==> src/rtl/wa_pkg.sv <==
package wa_pkg;
  typedef enum logic {
    WA_SLIP   = 1'b0,
    WA_SEARCH = 1'b1
  } wa_mode_e;
endpackage

==> src/rtl/wa_edge_sync.sv <==
module wa_edge_sync #(
  parameter int STAGES = 2
) (
  input  logic clk,
  input  logic rst_n,
  input  logic req_i,
  output logic rise_o
);
  logic [STAGES-1:0] sync_q;
  logic              last_q;

  always_ff @(posedge clk) begin
    if (!rst_n) begin
      sync_q <= '0;
      last_q <= 1'b0;
    end else begin
      sync_q <= {sync_q[STAGES-2:0], req_i};
      last_q <= sync_q[STAGES-1];
    end
  end

  assign rise_o = sync_q[STAGES-1] & ~last_q;
endmodule

==> src/rtl/wa_window_mux.sv <==
module wa_window_mux #(
  parameter int W    = 10,
  parameter int OFFW = $clog2(W)
) (
  input  logic [2*W-1:0]  pair_i,
  input  logic [OFFW-1:0] off_i,
  output logic [W-1:0]    win_o
);
  function automatic logic [W-1:0] cut(input logic [2*W-1:0] p, input logic [OFFW-1:0] k);
    logic [W-1:0] r;
    r = '0;
    for (int b = 0; b < W; b++) r[b] = p[int'(k) + b];
    return r;
  endfunction

  assign win_o = cut(pair_i, off_i);
endmodule

==> src/rtl/wa_pattern_scan.sv <==
module wa_pattern_scan #(
  parameter int          W       = 10,
  parameter int          PAT_LEN = 7,
  parameter logic [31:0] PATTERN = 32'h0000_001F,
  parameter int          OFFW    = $clog2(W)
) (
  input  logic [2*W-1:0]  pair_i,
  output logic            hit_o,
  output logic [OFFW-1:0] idx_o
);
  localparam logic [PAT_LEN-1:0] PAT = PATTERN[PAT_LEN-1:0];

  logic [W-1:0] hit_vec;

  for (genvar k = 0; k < W; k++) begin : g_cand
    assign hit_vec[k] = (pair_i[k +: PAT_LEN] == PAT);
  end

  always_comb begin
    idx_o = '0;
    for (int k = W - 1; k >= 0; k--) begin
      if (hit_vec[k]) idx_o = OFFW'(k);
    end
  end

  assign hit_o = |hit_vec;
endmodule

==> src/rtl/wa_aligner.sv <==
module wa_aligner
  import wa_pkg::*;
#(
  parameter int          W       = 10,
  parameter int          PAT_LEN = 7,
  parameter logic [31:0] PATTERN = 32'h0000_001F,
  parameter int          OFFW    = $clog2(W)
) (
  input  logic            clk,
  input  logic            rst_n,
  input  logic            mode_i,
  input  logic            slip_req_i,
  input  logic            align_req_i,
  input  logic [W-1:0]    data_i,
  output logic [W-1:0]    data_o,
  output logic [OFFW-1:0] offset_o,
  output logic            found_o
);
  localparam logic [OFFW-1:0] OFF_LAST = OFFW'(W - 1);

  function automatic logic [OFFW-1:0] step_off(input logic [OFFW-1:0] k);
    return (k == OFF_LAST) ? '0 : k + 1'b1;
  endfunction

  wa_mode_e        mode;
  logic [W-1:0]    cur_q, prev_q;
  logic [2*W-1:0]  pair;
  logic            slip_evt, align_evt;
  logic            slip_fire, arm_fire, find_fire;
  logic            hit_any;
  logic [OFFW-1:0] hit_idx;
  logic            armed_q, found_q;
  logic [OFFW-1:0] off_q;

  assign mode = wa_mode_e'(mode_i);
  assign pair = {cur_q, prev_q};

  wa_edge_sync #(.STAGES(2)) u_slip_sync (
    .clk(clk), .rst_n(rst_n), .req_i(slip_req_i), .rise_o(slip_evt)
  );

  wa_edge_sync #(.STAGES(2)) u_align_sync (
    .clk(clk), .rst_n(rst_n), .req_i(align_req_i), .rise_o(align_evt)
  );

  wa_pattern_scan #(.W(W), .PAT_LEN(PAT_LEN), .PATTERN(PATTERN), .OFFW(OFFW)) u_scan (
    .pair_i(pair), .hit_o(hit_any), .idx_o(hit_idx)
  );

  wa_window_mux #(.W(W), .OFFW(OFFW)) u_mux (
    .pair_i(pair), .off_i(off_q), .win_o(data_o)
  );

  assign slip_fire = slip_evt  && (mode == WA_SLIP);
  assign arm_fire  = align_evt && (mode == WA_SEARCH);
  assign find_fire = armed_q && hit_any && (mode == WA_SEARCH);

  always_ff @(posedge clk) begin
    if (!rst_n) begin
      cur_q   <= '0;
      prev_q  <= '0;
      off_q   <= '0;
      armed_q <= 1'b0;
      found_q <= 1'b0;
    end else begin
      cur_q   <= data_i;
      prev_q  <= cur_q;
      found_q <= find_fire;
      if (mode == WA_SLIP)  armed_q <= 1'b0;
      else if (find_fire)   armed_q <= 1'b0;
      else if (arm_fire)    armed_q <= 1'b1;
      if (slip_fire)        off_q <= step_off(off_q);
      else if (find_fire)   off_q <= hit_idx;
    end
  end

  assign offset_o = off_q;
  assign found_o  = found_q;
endmodule

==> config.mk <==
export PLATFORM = sky130hd
export DESIGN_NAME = wa_aligner
export DESIGN_NICKNAME = d
export VERILOG_FILES = /design/src/rtl/wa_pkg.sv /design/src/rtl/wa_edge_sync.sv /design/src/rtl/wa_window_mux.sv /design/src/rtl/wa_pattern_scan.sv /design/src/rtl/wa_aligner.sv
export SDC_FILE = /design/constraint.sdc
export NUM_CORES = 1
export LEC_CHECK = 0
export BUFFER_PORTS_ARGS = -buffer_cell sky130_fd_sc_hd__buf_2
export CAP_MARGIN = 20
export CORE_MARGIN = 2
export CORE_UTILIZATION = 63
export DETAILED_ROUTE_END_ITERATION = 8
export GPL_TIMING_DRIVEN = 0
export PLACE_DENSITY = 0.92
export SLEW_MARGIN = 25
export SYNTH_ARGS = -nofsm -noshare
export SYNTH_HDL_FRONTEND = slang
export SYNTH_HIERARCHICAL = 1
export SYNTH_SLANG_ARGS = --single-unit
==> constraint.sdc <==
create_clock -name clk -period 6.9 [get_ports clk]
set_clock_uncertainty 0.1 [all_clocks]
set_input_delay 0.345 -clock clk [delete_from_list [all_inputs] [get_ports clk]]
set_output_delay 0.345 -clock clk [all_outputs]
set_load 0.02 [all_outputs]
==> load_flow_metrics.sql, run 1 <==
INSERT INTO impl_metrics (metric_group, metric, value, unit) VALUES
('status', 'status', 'complete, no violations', ''),
('clock_tree', 'htree_num_levels', '2', ''),
('setup_path', 'setup.worst_path.end_class', 'output port', ''),
('placement', 'dp_hpwl', '4280', 'µm'),
('placement', 'dp.cells', '330', ''),
('floorplan', 'floorplan.die_area', '4520', 'µm²'),
('synthesis', 'post-synth-top-area-cell', 'sky130_fd_sc_hd__dfxtp_1', ''),
('routing', 'vias_per_cell', '6.72', ''),
('clock_tree', 'cts_sinks', '32', ''),
('floorplan', 'die_height', '67.2', 'µm'),
('placement', 'place.port_buffers', '29', ''),
('routing', 'drc', '0', ''),
('synthesis', 'postSynth.topFlopCell', 'sky130_fd_sc_hd__dfxtp_1', ''),
('routing', 'detailedRoute.firstPassIterationCount', '7', ''),
('layout', 'layout-area-overhead-vs-synth', '12.4', '%'),
('clock_tree', 'cts.repair_timing.setup_buffer_count', '0', ''),
('setup_path', 'critical_path_peak_fanout', '15', ''),
('routing', 'vias', '2270', ''),
('placement', 'gp_routability_congestion', '0.906', ''),
('hold_path', 'hold_start', 'data_i[9]', ''),
('clock_tree', 'clock_buffer_depth', '2', ''),
('clock_tree', 'cts_inserted_buffers', '5', ''),
('setup_path', 'r2r_slack', '4.64', 'ns'),
('hold_path', 'worstHoldPathCells', '2', ''),
('sta', 'clock.fmax', '0.277', 'GHz'),
('synthesis', 'postSynthAreaPerCell', '9.96', 'µm²'),
('floorplan', 'design.core.area', '3740', 'µm²'),
('clock_tree', 'tritoncts', 'yes', ''),
('synthesis', 'yosys_warning_count', '6', ''),
('routing', 'routed_wirelength', '6040', 'µm'),
('placement', 'placement.setup.worst_slack', '3.61', 'ns'),
('synthesis', 'synth_async_sr_flop_share', '0', '%'),
('clock_tree', 'clkTransAtPathRegs', '0.06', 'ns'),
('layout', 'fin_cells', '338', ''),
('sta', 'layout_setup_ws', '3.29', 'ns'),
('setup_path', 'r2r_start', 'prev_q[8]', ''),
('global_routing', 'grt_antenna_before_repair', '0', ''),
('floorplan', 'ios', '30', ''),
('synthesis', 'synth-seq-cells', '32', ''),
('hold_path', 'worst_hold_path_type', 'input pin to flip-flop', ''),
('layout', 'antenna_cells_inserted', '0', ''),
('layout', 'nNetsFinal', '314', ''),
('sta', 'final_critical_path_share_of_the_clock_period', '52.4', '%'),
('power', 'power.density', '157', 'nW/µm²'),
('setup_path', 'setup_crit_start_kind', 'flip-flop', ''),
('synthesis', 'netlist_area', '2520', 'µm²'),
('routing', 'detail-route-antenna-nets', '0', ''),
('sta', 'totalNegativeSetupSlack', '0', 'ns'),
('layout', 'layout.core_utilization', '75.6', '%'),
('sta', 'hold-worst-slack', '0.168', 'ns'),
('setup_path', 'r2r-end', 'offset_o[0]', ''),
('synthesis', 'synth-seq-area-share', '25.4', '%'),
('synthesis', 'post-synth-top-area-fraction', '25.4', '%'),
('clock_tree', 'clkLatencyLatePin', '0.28', 'ns'),
('hold_path', 'worst_hold_path_ep', 'cur_q[9]', ''),
('layout', 'post_route_cells_drive_above_1_share', '23.4', '%'),
('global_routing', 'grt_pass1_wl', '10100', 'µm'),
('setup_path', 'classification_of_the_worst_setup_path', 'flip-flop to output port', ''),
('global_routing', 'grt_start_max_net_pins', '16', ''),
('routing', 'wire_per_inst', '17.9', 'µm'),
('floorplan', 'std_cell_rows', '22', ''),
('global_routing', 'grt.overflow.total', '0', ''),
('floorplan', 'chipWidth', '67.2', 'µm'),
('sta', 'report.final.slew_viol_count', '0', ''),
('setup_path', 'critical_path.cell_chain', 'buf_2 > inv_1 > ha_1 > buf_2 > mux4_2 > mux2i_1 > nand2_1 > o211ai_1 > o31ai_1 > buf_2', ''),
('clock_tree', 'clk_root_buffer_cell', 'sky130_fd_sc_hd__clkbuf_8', ''),
('synthesis', 'synth.top_cells.by_area', 'sky130_fd_sc_hd__dfxtp_1, sky130_fd_sc_hd__mux4_1, sky130_fd_sc_hd__mux4_2, sky130_fd_sc_hd__and2_1, sky130_fd_sc_hd__ha_1', ''),
('setup_path', 'timing.critical_path.slowest_cell_delay', '0.66', 'ns'),
('sta', 'grt_setup_unrepaired', 'no', ''),
('global_routing', 'gr_util_all_layers', '29.6', '%'),
('sta', 'min_period', '3.61', 'ns');
power breakdown:
| part | internal (µW) | total (µW) | switching [µW] |
|---|---|---|---|
| combinational | 33.9 | 67.3 | 33.4 |
| clock | 107 | 172 | 64.5 |
| sequential | 192 | 205 | 12.5 |
| total | 333 | 444 | 110 |
worst max-delay path, delay by kind of cell, from the launching register on:
kind                     cells  cell delay (ns)
buffers and inverters        4             0.89
multiplexers                 2             0.79
AO/OA/AOI/OAI                2             0.17
adder cells (fa/ha/maj)      1             0.29
AND/OR/NAND/NOR              1             0.08
flip-flops                   1             0.66
how the worst max path moves through the flow:
stage                      from   endpoint  slack (ns)
detailed placement  offset_o[1]  data_o[1]        3.61
global route        offset_o[1]  data_o[1]        3.04
finish              offset_o[1]  data_o[1]        3.29
CTS                 offset_o[1]  data_o[1]        3.29
floorplan           offset_o[1]  data_o[9]        3.92
global placement    offset_o[1]  data_o[9]        3.69
cells in the final DEF, fill, tap and decap left out, types with 4 or more instances in the layout:
cell type / instances
sky130_fd_sc_hd__nand2_1: 27
sky130_fd_sc_hd__mux4_2: 8
sky130_fd_sc_hd__and2_1: 26
sky130_fd_sc_hd__nand3_1: 4
sky130_fd_sc_hd__nor2_1: 9
sky130_fd_sc_hd__a31oi_1: 6
sky130_fd_sc_hd__buf_2: 33
sky130_fd_sc_hd__mux2i_1: 9
sky130_fd_sc_hd__clkbuf_8: 5
sky130_fd_sc_hd__mux4_1: 12
sky130_fd_sc_hd__inv_1: 8
sky130_fd_sc_hd__dfxtp_1: 32
sky130_fd_sc_hd__a21oi_1: 12
sky130_fd_sc_hd__xnor2_1: 7
sky130_fd_sc_hd__nand2b_1: 4
sky130_fd_sc_hd__ha_1: 10
sky130_fd_sc_hd__clkbuf_1: 4
sky130_fd_sc_hd__o21ai_0: 4
flip-flops by register name, indices dropped and copies added (netlist names):
signal / count
cur_q: 10
prev_q: 10
offset_o: 4
u_align_sync/sync_q: 2
u_slip_sync/sync_q: 2
armed_q: 1
found_o: 1
u_align_sync/last_q: 1
u_slip_sync/last_q: 1
layout make-up:
class | count | area [µm²]
clock buffer | 6 | 72.6
clock inverter | 2 | 35.0
sequential | 32 | 641
tap | 48 | 60.1
inverter | 9 | 33.8
buffer | 11 | 77.6
multi-input combinational | 201 | 1770
fill | 267 | 912
timing repair buffer | 29 | 145
cells by family (layout without fill, tap and decap cells):
family / Yosys count / count (layout) / share of synthesized area [%]
AO/OA/AOI/OAI: 52 / 52 / 14.6
XOR/XNOR: 10 / 10 / 3.48
adder cells (fa/ha/maj): 10 / 10 / 4.97
buffers and inverters: 20 / 57 / 4.42
flip-flops: 32 / 32 / 25.4
multiplexers: 32 / 32 / 24.6
AND/OR/NAND/NOR: 97 / 97 / 22.6
per-layer routing:
layer / wire, µm / track usage, %
met5: 0 / 0
met4: 248 / 17.3
met3: 459 / 6.67
met2: 2980 / 48.4
met1: 2360 / 35.7
stage by stage:
| step | power [µW] | area, µm² |
|---|---|---|
| after floorplan | 253 | 2520 |
| after global placement | 271 | 2720 |
| after detailed placement | 275 | 2720 |
| after CTS | 446 | 2830 |
| after global routing | 461 | 2830 |
| final | 444 | 2830 |
(Power assumes the default switching activity.)
==> run 2, diff against run 1 <==
--- a/config.mk
+++ b/config.mk
@@ -8,10 +8,10 @@
 export BUFFER_PORTS_ARGS = -buffer_cell sky130_fd_sc_hd__buf_2
 export CAP_MARGIN = 20
 export CORE_MARGIN = 2
-export CORE_UTILIZATION = 63
+export CORE_UTILIZATION = 59
 export DETAILED_ROUTE_END_ITERATION = 8
 export GPL_TIMING_DRIVEN = 0
-export PLACE_DENSITY = 0.92
+export PLACE_DENSITY = 0.88
 export SLEW_MARGIN = 25
 export SYNTH_ARGS = -nofsm -noshare
 export SYNTH_HDL_FRONTEND = slang
==> constraint.sdc (replaced) <==
create_clock -name clk -period 3.71 [get_ports clk]
set_clock_uncertainty 0.1 [all_clocks]
set_input_delay 0.1855 -clock clk [delete_from_list [all_inputs] [get_ports clk]]
set_output_delay 0.1855 -clock clk [all_outputs]
set_load 0.02 [all_outputs]
==> run 2 against run 1 <==
  * Final area grew 1.5%
  * Sequential cell count is the same
  * Via count shrank 2.6%
  * Sequential power grew 85%
  * Wire length shrank 5.7%
  * Setup slack lost 2.9 ns
  * Clock-buffer cell count shrank 1
  * Critical path type unchanged
  * Largest cell class unchanged
==> load_flow_metrics.sql, run 2 (same netlist as run 1, synthesis figures left out) <==
INSERT INTO impl_metrics (metric_group, metric, value, unit) VALUES
('global_routing', 'grt_pass1_vias', '2195', ''),
('sta', 'totalNegativeSetupSlack', '0', 'ns'),
('setup_path', 'critPathRequiredTime', '3.42', 'ns'),
('floorplan', 'effective_utilization_at_floorplan', '62.1', '%'),
('global_routing', 'grt_start_max_net_pins', '16', ''),
('setup_path', 'cpLargestDelayFamily', 'buffers and inverters', ''),
('power', 'power.ir.vdd_worst', '0.372', 'mV'),
('setup_path', 'critical_path_peak_fanout', '10', ''),
('floorplan', 'die_height', '69.3', 'µm'),
('floorplan', 'floorplan.die_area', '4810', 'µm²'),
('setup_path', 'critical_path.cell_chain', 'buf_6 > buf_4 > inv_1 > ha_1 > buf_2 > mux4_2 > mux2i_1 > nand2_1 > o211ai_1 > o31ai_1 > buf_2', ''),
('status', 'status', 'complete, no violations', ''),
('global_routing', 'grt.overflow.total', '0', ''),
('floorplan', 'std_cell_rows', '23', ''),
('setup_path', 'setup.worst_path.end_class', 'output port', ''),
('clock_tree', 'tritoncts', 'yes', ''),
('sta', 'worst_pin_slew', '0.442', 'ns'),
('run', 'max_cap_violations', '0', ''),
('clock_tree', 'cts_inserted_buffers', '5', ''),
('routing', 'vias_per_cell', '6.39', ''),
('layout', 'post_route_cells_drive_above_1_share', '23.6', '%'),
('floorplan', 'ios', '30', ''),
('layout', 'antenna_cells_inserted', '0', ''),
('layout', 'layout_commonest_cell', 'sky130_fd_sc_hd__buf_2', ''),
('routing', 'drc', '0', ''),
('placement', 'dp_hpwl', '4170', 'µm'),
('sta', 'report.final.slew_viol_count', '0', ''),
('sta', 'min_period', '3.35', 'ns'),
('placement', 'place.port_buffers', '29', ''),
('routing', 'routed_wirelength', '5690', 'µm'),
('power', 'report.power.total', '768', 'µW'),
('floorplan', 'design.core.area', '4060', 'µm²'),
('sta', 'clock.fmax', '0.299', 'GHz'),
('placement', 'placement.setup.worst_slack', '0.495', 'ns'),
('setup_path', 'r2r_cells', '8', ''),
('layout', 'layout-area-overhead-vs-synth', '14.2', '%'),
('setup_path', 'critPathSlowestCell', 'sky130_fd_sc_hd__mux4_2', ''),
('clock_tree', 'clock_buffer_depth', '2', ''),
('setup_path', 'setup_crit_start_kind', 'flip-flop', ''),
('sta', 'headroom_to_the_max_slew_limit', '70.5', '%'),
('routing', 'detailedRoute.firstPassIterationCount', '5', ''),
('floorplan', 'chipWidth', '69.3', 'µm'),
('setup_path', 'timing.critical_path.mode_cell', 'sky130_fd_sc_hd__buf_2', ''),
('setup_path', 'worst-path-stages', '11', ''),
('routing', 'detail-route-antenna-nets', '0', ''),
('sta', 'layout_setup_ws', '0.361', 'ns'),
('clock_tree', 'htree_num_levels', '2', ''),
('power', 'power.leakage', '0.00117', 'µW'),
('clock_tree', 'clk_root_buffer_cell', 'sky130_fd_sc_hd__clkbuf_8', ''),
('setup_path', 'cp_num_buf_inv', '5', ''),
('sta', 'grt_setup_unrepaired', 'no', ''),
('layout', 'nNetsFinal', '320', ''),
('sta', 'finalSetupViolCount', '0', ''),
('sta', 'finalHoldViolations', '0', ''),
('setup_path', 'classification_of_the_worst_setup_path', 'flip-flop to output port', ''),
('hold_path', 'worst_hold_path_type', 'input pin to flip-flop', ''),
('routing', 'wire_per_inst', '16.5', 'µm'),
('setup_path', 'critical_path_arrival', '3.06', 'ns'),
('placement', 'gp_routability_congestion', '0.934', ''),
('power', 'power.density', '267', 'nW/µm²'),
('hold_path', 'worstHoldPathCells', '2', ''),
('global_routing', 'grt_pass1_wl', '9980', 'µm'),
('clock_tree', 'clkLatencyLatePin', '0.28', 'ns'),
('global_routing', 'grt_antenna_before_repair', '0', ''),
('layout', 'fin_cells', '346', ''),
('routing', 'vias', '2211', ''),
('setup_path', 'timing.critical_path.slowest_cell_delay', '0.55', 'ns'),
('layout', 'final_cell_mix', 'sky130_fd_sc_hd__buf_2, sky130_fd_sc_hd__dfxtp_1, sky130_fd_sc_hd__nand2_1', ''),
('sta', 'final_critical_path_share_of_the_clock_period', '90.3', '%'),
('clock_tree', 'clkTransAtPathRegs', '0.07', 'ns'),
('clock_tree', 'cts_sinks', '32', ''),
('routing', 'drt_first_iter_violations', '182', ''),
('global_routing', 'gr_util_all_layers', '25.5', '%'),
('clock_tree', 'cts.repair_timing.setup_buffer_count', '0', ''),
('layout', 'layout.core_utilization', '70.9', '%'),
('placement', 'dp.cells', '332', '');
-- run 2: changes by cell type in the layout (fill, tap and decap cells not counted) --
cell | previous run | this run
sky130_fd_sc_hd__bufinv_16 | 1 | 0
sky130_fd_sc_hd__dfxtp_2 | 0 | 1
sky130_fd_sc_hd__clkinv_4 | 0 | 1
sky130_fd_sc_hd__dlygate4sd3_1 | 0 | 6
sky130_fd_sc_hd__clkinv_2 | 1 | 2
sky130_fd_sc_hd__dfxtp_1 | 32 | 31
sky130_fd_sc_hd__clkbuf_1 | 4 | 3
-- run 2: cell type report --
cell class	instances	area [µm²]
buffer	11	77.6
clock buffer	5	68.8
clock inverter	3	18.8
fill	313	1180
inverter	9	33.8
multi-input combinational	201	1770
sequential	32	642
tap	50	62.6
timing repair buffer	35	205
-- run 2: through the flow --
step	hold WS, ns	area (µm²)
2_1_floorplan	0.207	2520
3_3_place_gp	0.290	2730
3_5_place_dp	0.294	2730
4_1_cts	0.000123	2870
5_1_grt	0.00145	2880
6_report	0.00477	2880
-- run 2: worst paths after layout --
| check | slack (ns) | endpoint | startpoint |
|---|---|---|---|
| max | 0.36 | data_o[1] | offset_o[0] |
| min reg2reg | 0.33 | u_slip_sync/sync_q[1] | u_slip_sync/sync_q[0] |
| min | 0.005 | cur_q[5] | data_i[5] |
| max reg2reg | 1.53 | offset_o[0] | prev_q[7] |
-- run 2: timing repair --
action / 4_1_cts / 5_1_grt
resized for setup: 0 / 1
endpoints found under the setup margin: 0 / 1
hold buffers: 6 / 0
endpoints found under the hold margin: 6 / 0
-- run 2: worst register-to-register path, delay by kind of cell, from the launching register on --
family | cells | cell delay, ns
flip-flops | 1 | 0.43
AND/OR/NAND/NOR | 4 | 0.91
AO/OA/AOI/OAI | 3 | 0.48
buffers and inverters | 1 | 0.20
-- run 2: routing by layer --
metal	routed length (µm)	track usage, %	part of all wire, %
met4	104	10.2	1.8
met3	363	4.36	6.4
met5	0	0	0
met1	2360	31.7	41
met2	2860	43.9	50
-- run 2: where the power goes --
group	internal [µW]	leakage, µW	total [µW]	switching [µW]
Combinational	67.1	0.000855	129	62.3
Clock	130	0.0000479	259	129
Sequential	358	0.000264	379	21.4
==> run 3, diff against run 2 <==
--- a/config.mk
+++ b/config.mk
@@ -5,7 +5,7 @@
 export SDC_FILE = /design/constraint.sdc
 export NUM_CORES = 1
 export LEC_CHECK = 0
-export BUFFER_PORTS_ARGS = -buffer_cell sky130_fd_sc_hd__buf_2
+export BUFFER_PORTS_ARGS = -buffer_cell sky130_fd_sc_hd__buf_4
 export CAP_MARGIN = 20
 export CORE_MARGIN = 2
 export CORE_UTILIZATION = 59
==> constraint.sdc (replaced) <==
create_clock -name clk -period 3.25 [get_ports clk]
set_clock_uncertainty 0.1 [all_clocks]
set_input_delay 0.1625 -clock clk [delete_from_list [all_inputs] [get_ports clk]]
set_output_delay 0.1625 -clock clk [all_outputs]
set_load 0.02 [all_outputs]
==> run 3 against run 2 <==
  * Final area is 5.3% higher
  * Sequential cell count stayed put
  * Combinational power is 28% higher
  * Wire length is 2.9% higher
  * Critical path depth stayed put
  * Clock-buffer cell count is 1 higher
  * First-iteration DRC count is 33% lower
  * Critical path type unchanged
  * Largest power group unchanged
  * Highest routed layer unchanged
==> load_flow_metrics.sql, run 3 (same netlist as run 1, synthesis figures left out) <==
INSERT INTO impl_metrics (metric_group, metric, value, unit) VALUES
('status', 'status', 'complete, no violations', ''),
('setup_path', 'r2r-end', 'offset_o[0]', ''),
('routing', 'drt_first_iter_violations', '122', ''),
('layout', 'post_route_cells_drive_above_1_share', '24.2', '%'),
('clock_tree', 'htree_num_levels', '2', ''),
('sta', 'final_critical_path_share_of_the_clock_period', '96.1', '%'),
('hold_path', 'worst_hold_path_type', 'input pin to flip-flop', ''),
('sta', 'finalSetupViolCount', '0', ''),
('setup_path', 'critical_path.startpoint', 'offset_o[0]', ''),
('floorplan', 'ios', '30', ''),
('floorplan', 'floorplan.die_area', '4810', 'µm²'),
('layout', 'layout_commonest_cell', 'sky130_fd_sc_hd__buf_4', ''),
('placement', 'placement.setup.worst_slack', '0.0820', 'ns'),
('sta', 'layout_setup_ws', '0.127', 'ns'),
('setup_path', 'r2r_start', 'prev_q[7]', ''),
('sta', 'hold-worst-slack', '0.0511', 'ns'),
('routing', 'detail-route-antenna-nets', '0', ''),
('floorplan', 'design.core.area', '4060', 'µm²'),
('global_routing', 'grt_pass1_wl', '9650', 'µm'),
('setup_path', 'setup_crit_start_kind', 'flip-flop', ''),
('sta', 'report.final.slew_viol_count', '0', ''),
('global_routing', 'grt.overflow.total', '0', ''),
('setup_path', 'critical_path_arrival', '2.86', 'ns'),
('global_routing', 'grt_antenna_before_repair', '0', ''),
('routing', 'routed_wirelength', '5860', 'µm'),
('setup_path', 'r2r_cells', '8', ''),
('run', 'max_cap_violations', '0', ''),
('floorplan', 'chipWidth', '69.3', 'µm'),
('global_routing', 'gr_util_all_layers', '25.0', '%'),
('floorplan', 'std_cell_rows', '23', ''),
('setup_path', 'setup.worst_path.end_class', 'output port', ''),
('setup_path', 'r2r_slack', '1.01', 'ns'),
('routing', 'detailedRoute.firstPassIterationCount', '5', ''),
('clock_tree', 'tritoncts', 'yes', ''),
('clock_tree', 'cts_sinks', '32', ''),
('sta', 'headroom_to_the_max_slew_limit', '69.6', '%'),
('routing', 'vias', '2234', ''),
('setup_path', 'critical_path_peak_fanout', '10', ''),
('placement', 'place.port_buffers', '29', ''),
('floorplan', 'die_height', '69.3', 'µm'),
('clock_tree', 'clkTransAtPathRegs', '0.06', 'ns'),
('hold_path', 'worstHoldPathCells', '3', ''),
('sta', 'worst_pin_slew', '0.457', 'ns'),
('power', 'power.ir.vdd_worst', '0.301', 'mV'),
('hold_path', 'worst_hold_path_ep', 'armed_q', ''),
('clock_tree', 'clk_root_buffer_cell', 'sky130_fd_sc_hd__clkbuf_8', ''),
('routing', 'vias_per_cell', '6.35', ''),
('setup_path', 'classification_of_the_worst_setup_path', 'flip-flop to output port', ''),
('routing', 'drc', '0', ''),
('setup_path', 'critPathRequiredTime', '2.99', 'ns'),
('hold_path', 'hold_start', 'mode_i', ''),
('clock_tree', 'cts_inserted_buffers', '5', ''),
('routing', 'wire_per_inst', '16.6', 'µm'),
('clock_tree', 'cts.repair_timing.setup_buffer_count', '0', ''),
('sta', 'finalHoldViolations', '0', ''),
('layout', 'layout-area-overhead-vs-synth', '20.2', '%'),
('global_routing', 'grt_pass1_vias', '2067', ''),
('power', 'power.density', '300', 'nW/µm²'),
('layout', 'antenna_cells_inserted', '0', ''),
('power', 'power.leakage', '0.00121', 'µW'),
('placement', 'dp_hpwl', '4230', 'µm'),
('floorplan', 'effective_utilization_at_floorplan', '62.1', '%'),
('layout', 'final_cell_mix', 'sky130_fd_sc_hd__buf_4, sky130_fd_sc_hd__dfxtp_1, sky130_fd_sc_hd__nand2_1', ''),
('clock_tree', 'clkLatencyLatePin', '0.29', 'ns'),
('layout', 'nNetsFinal', '326', ''),
('clock_tree', 'clock_buffer_depth', '2', ''),
('sta', 'clock.fmax', '0.320', 'GHz'),
('sta', 'grt_setup_unrepaired', 'no', ''),
('global_routing', 'grt_start_max_net_pins', '16', ''),
('placement', 'gp_routability_congestion', '0.933', ''),
('sta', 'min_period', '3.12', 'ns'),
('sta', 'totalNegativeSetupSlack', '0', 'ns');
[run 3: worst max path at each step]
stage / endpoint / slack (ns) / cells after the start
2_1_floorplan: data_o[9] / 0.45 / 8
3_3_place_gp: data_o[9] / 0.18 / 9
3_5_place_dp: data_o[1] / 0.08 / 10
4_1_cts: data_o[1] / 0.06 / 11
5_1_grt: data_o[1] / 0.009 / 11
6_report: data_o[1] / 0.13 / 11
[run 3: metrics by stage]
step	instances	total power (µW)	util [%]	instance area [µm²]
finish	352	907	74.6	3030
CTS	352	909	74.3	3020
global route	352	948	74.6	3030
detailed placement	332	593	69.0	2800
floorplan	253	538	-	2520
global placement	332	587	69.0	2800
[run 3: layout make-up]
class | instances | area, µm²
buffer | 11 | 82.6
clock buffer | 6 | 82.6
clock inverter | 2 | 10.0
fill | 293 | 1030
inverter | 9 | 33.8
multi-input combinational | 201 | 1770
sequential | 32 | 647
tap | 50 | 62.6
timing repair buffer | 41 | 338
[run 3: per-layer routing]
| metal | part of all wire [%] | global-route usage, % |
|---|---|---|
| met1 | 42 | 30.7 |
| met2 | 50 | 43.2 |
| met3 | 6.3 | 5.09 |
| met5 | 0 | 0 |
| met4 | 1.5 | 9.59 |
[run 3: timing repair]
action / in CTS / in global routing
hold endpoints to repair: 12 / 0
pin swaps: 0 / 0
endpoints found under the setup margin: 5 / 4
resized for setup: 3 / 4
hold buffers: 12 / 0
[run 3: power breakdown]
group,internal [µW],switching [µW],total [µW]
registers,408,25.3,433
logic,92.2,73.2,165
clock network,168,141,309
total,668,239,907
[run 3: critical path, stage by stage, from the launching register on]
cell and delay [ns]:
sky130_fd_sc_hd__dfxtp_2 0.41, sky130_fd_sc_hd__buf_6 0.18, sky130_fd_sc_hd__buf_4 0.21, sky130_fd_sc_hd__inv_1 0.06
sky130_fd_sc_hd__ha_1 0.27, sky130_fd_sc_hd__clkbuf_4 0.22, sky130_fd_sc_hd__mux4_2 0.54, sky130_fd_sc_hd__mux2i_2 0.23
sky130_fd_sc_hd__nand2_1 0.09, sky130_fd_sc_hd__o211ai_1 0.10, sky130_fd_sc_hd__o31ai_1 0.09, sky130_fd_sc_hd__buf_4 0.16
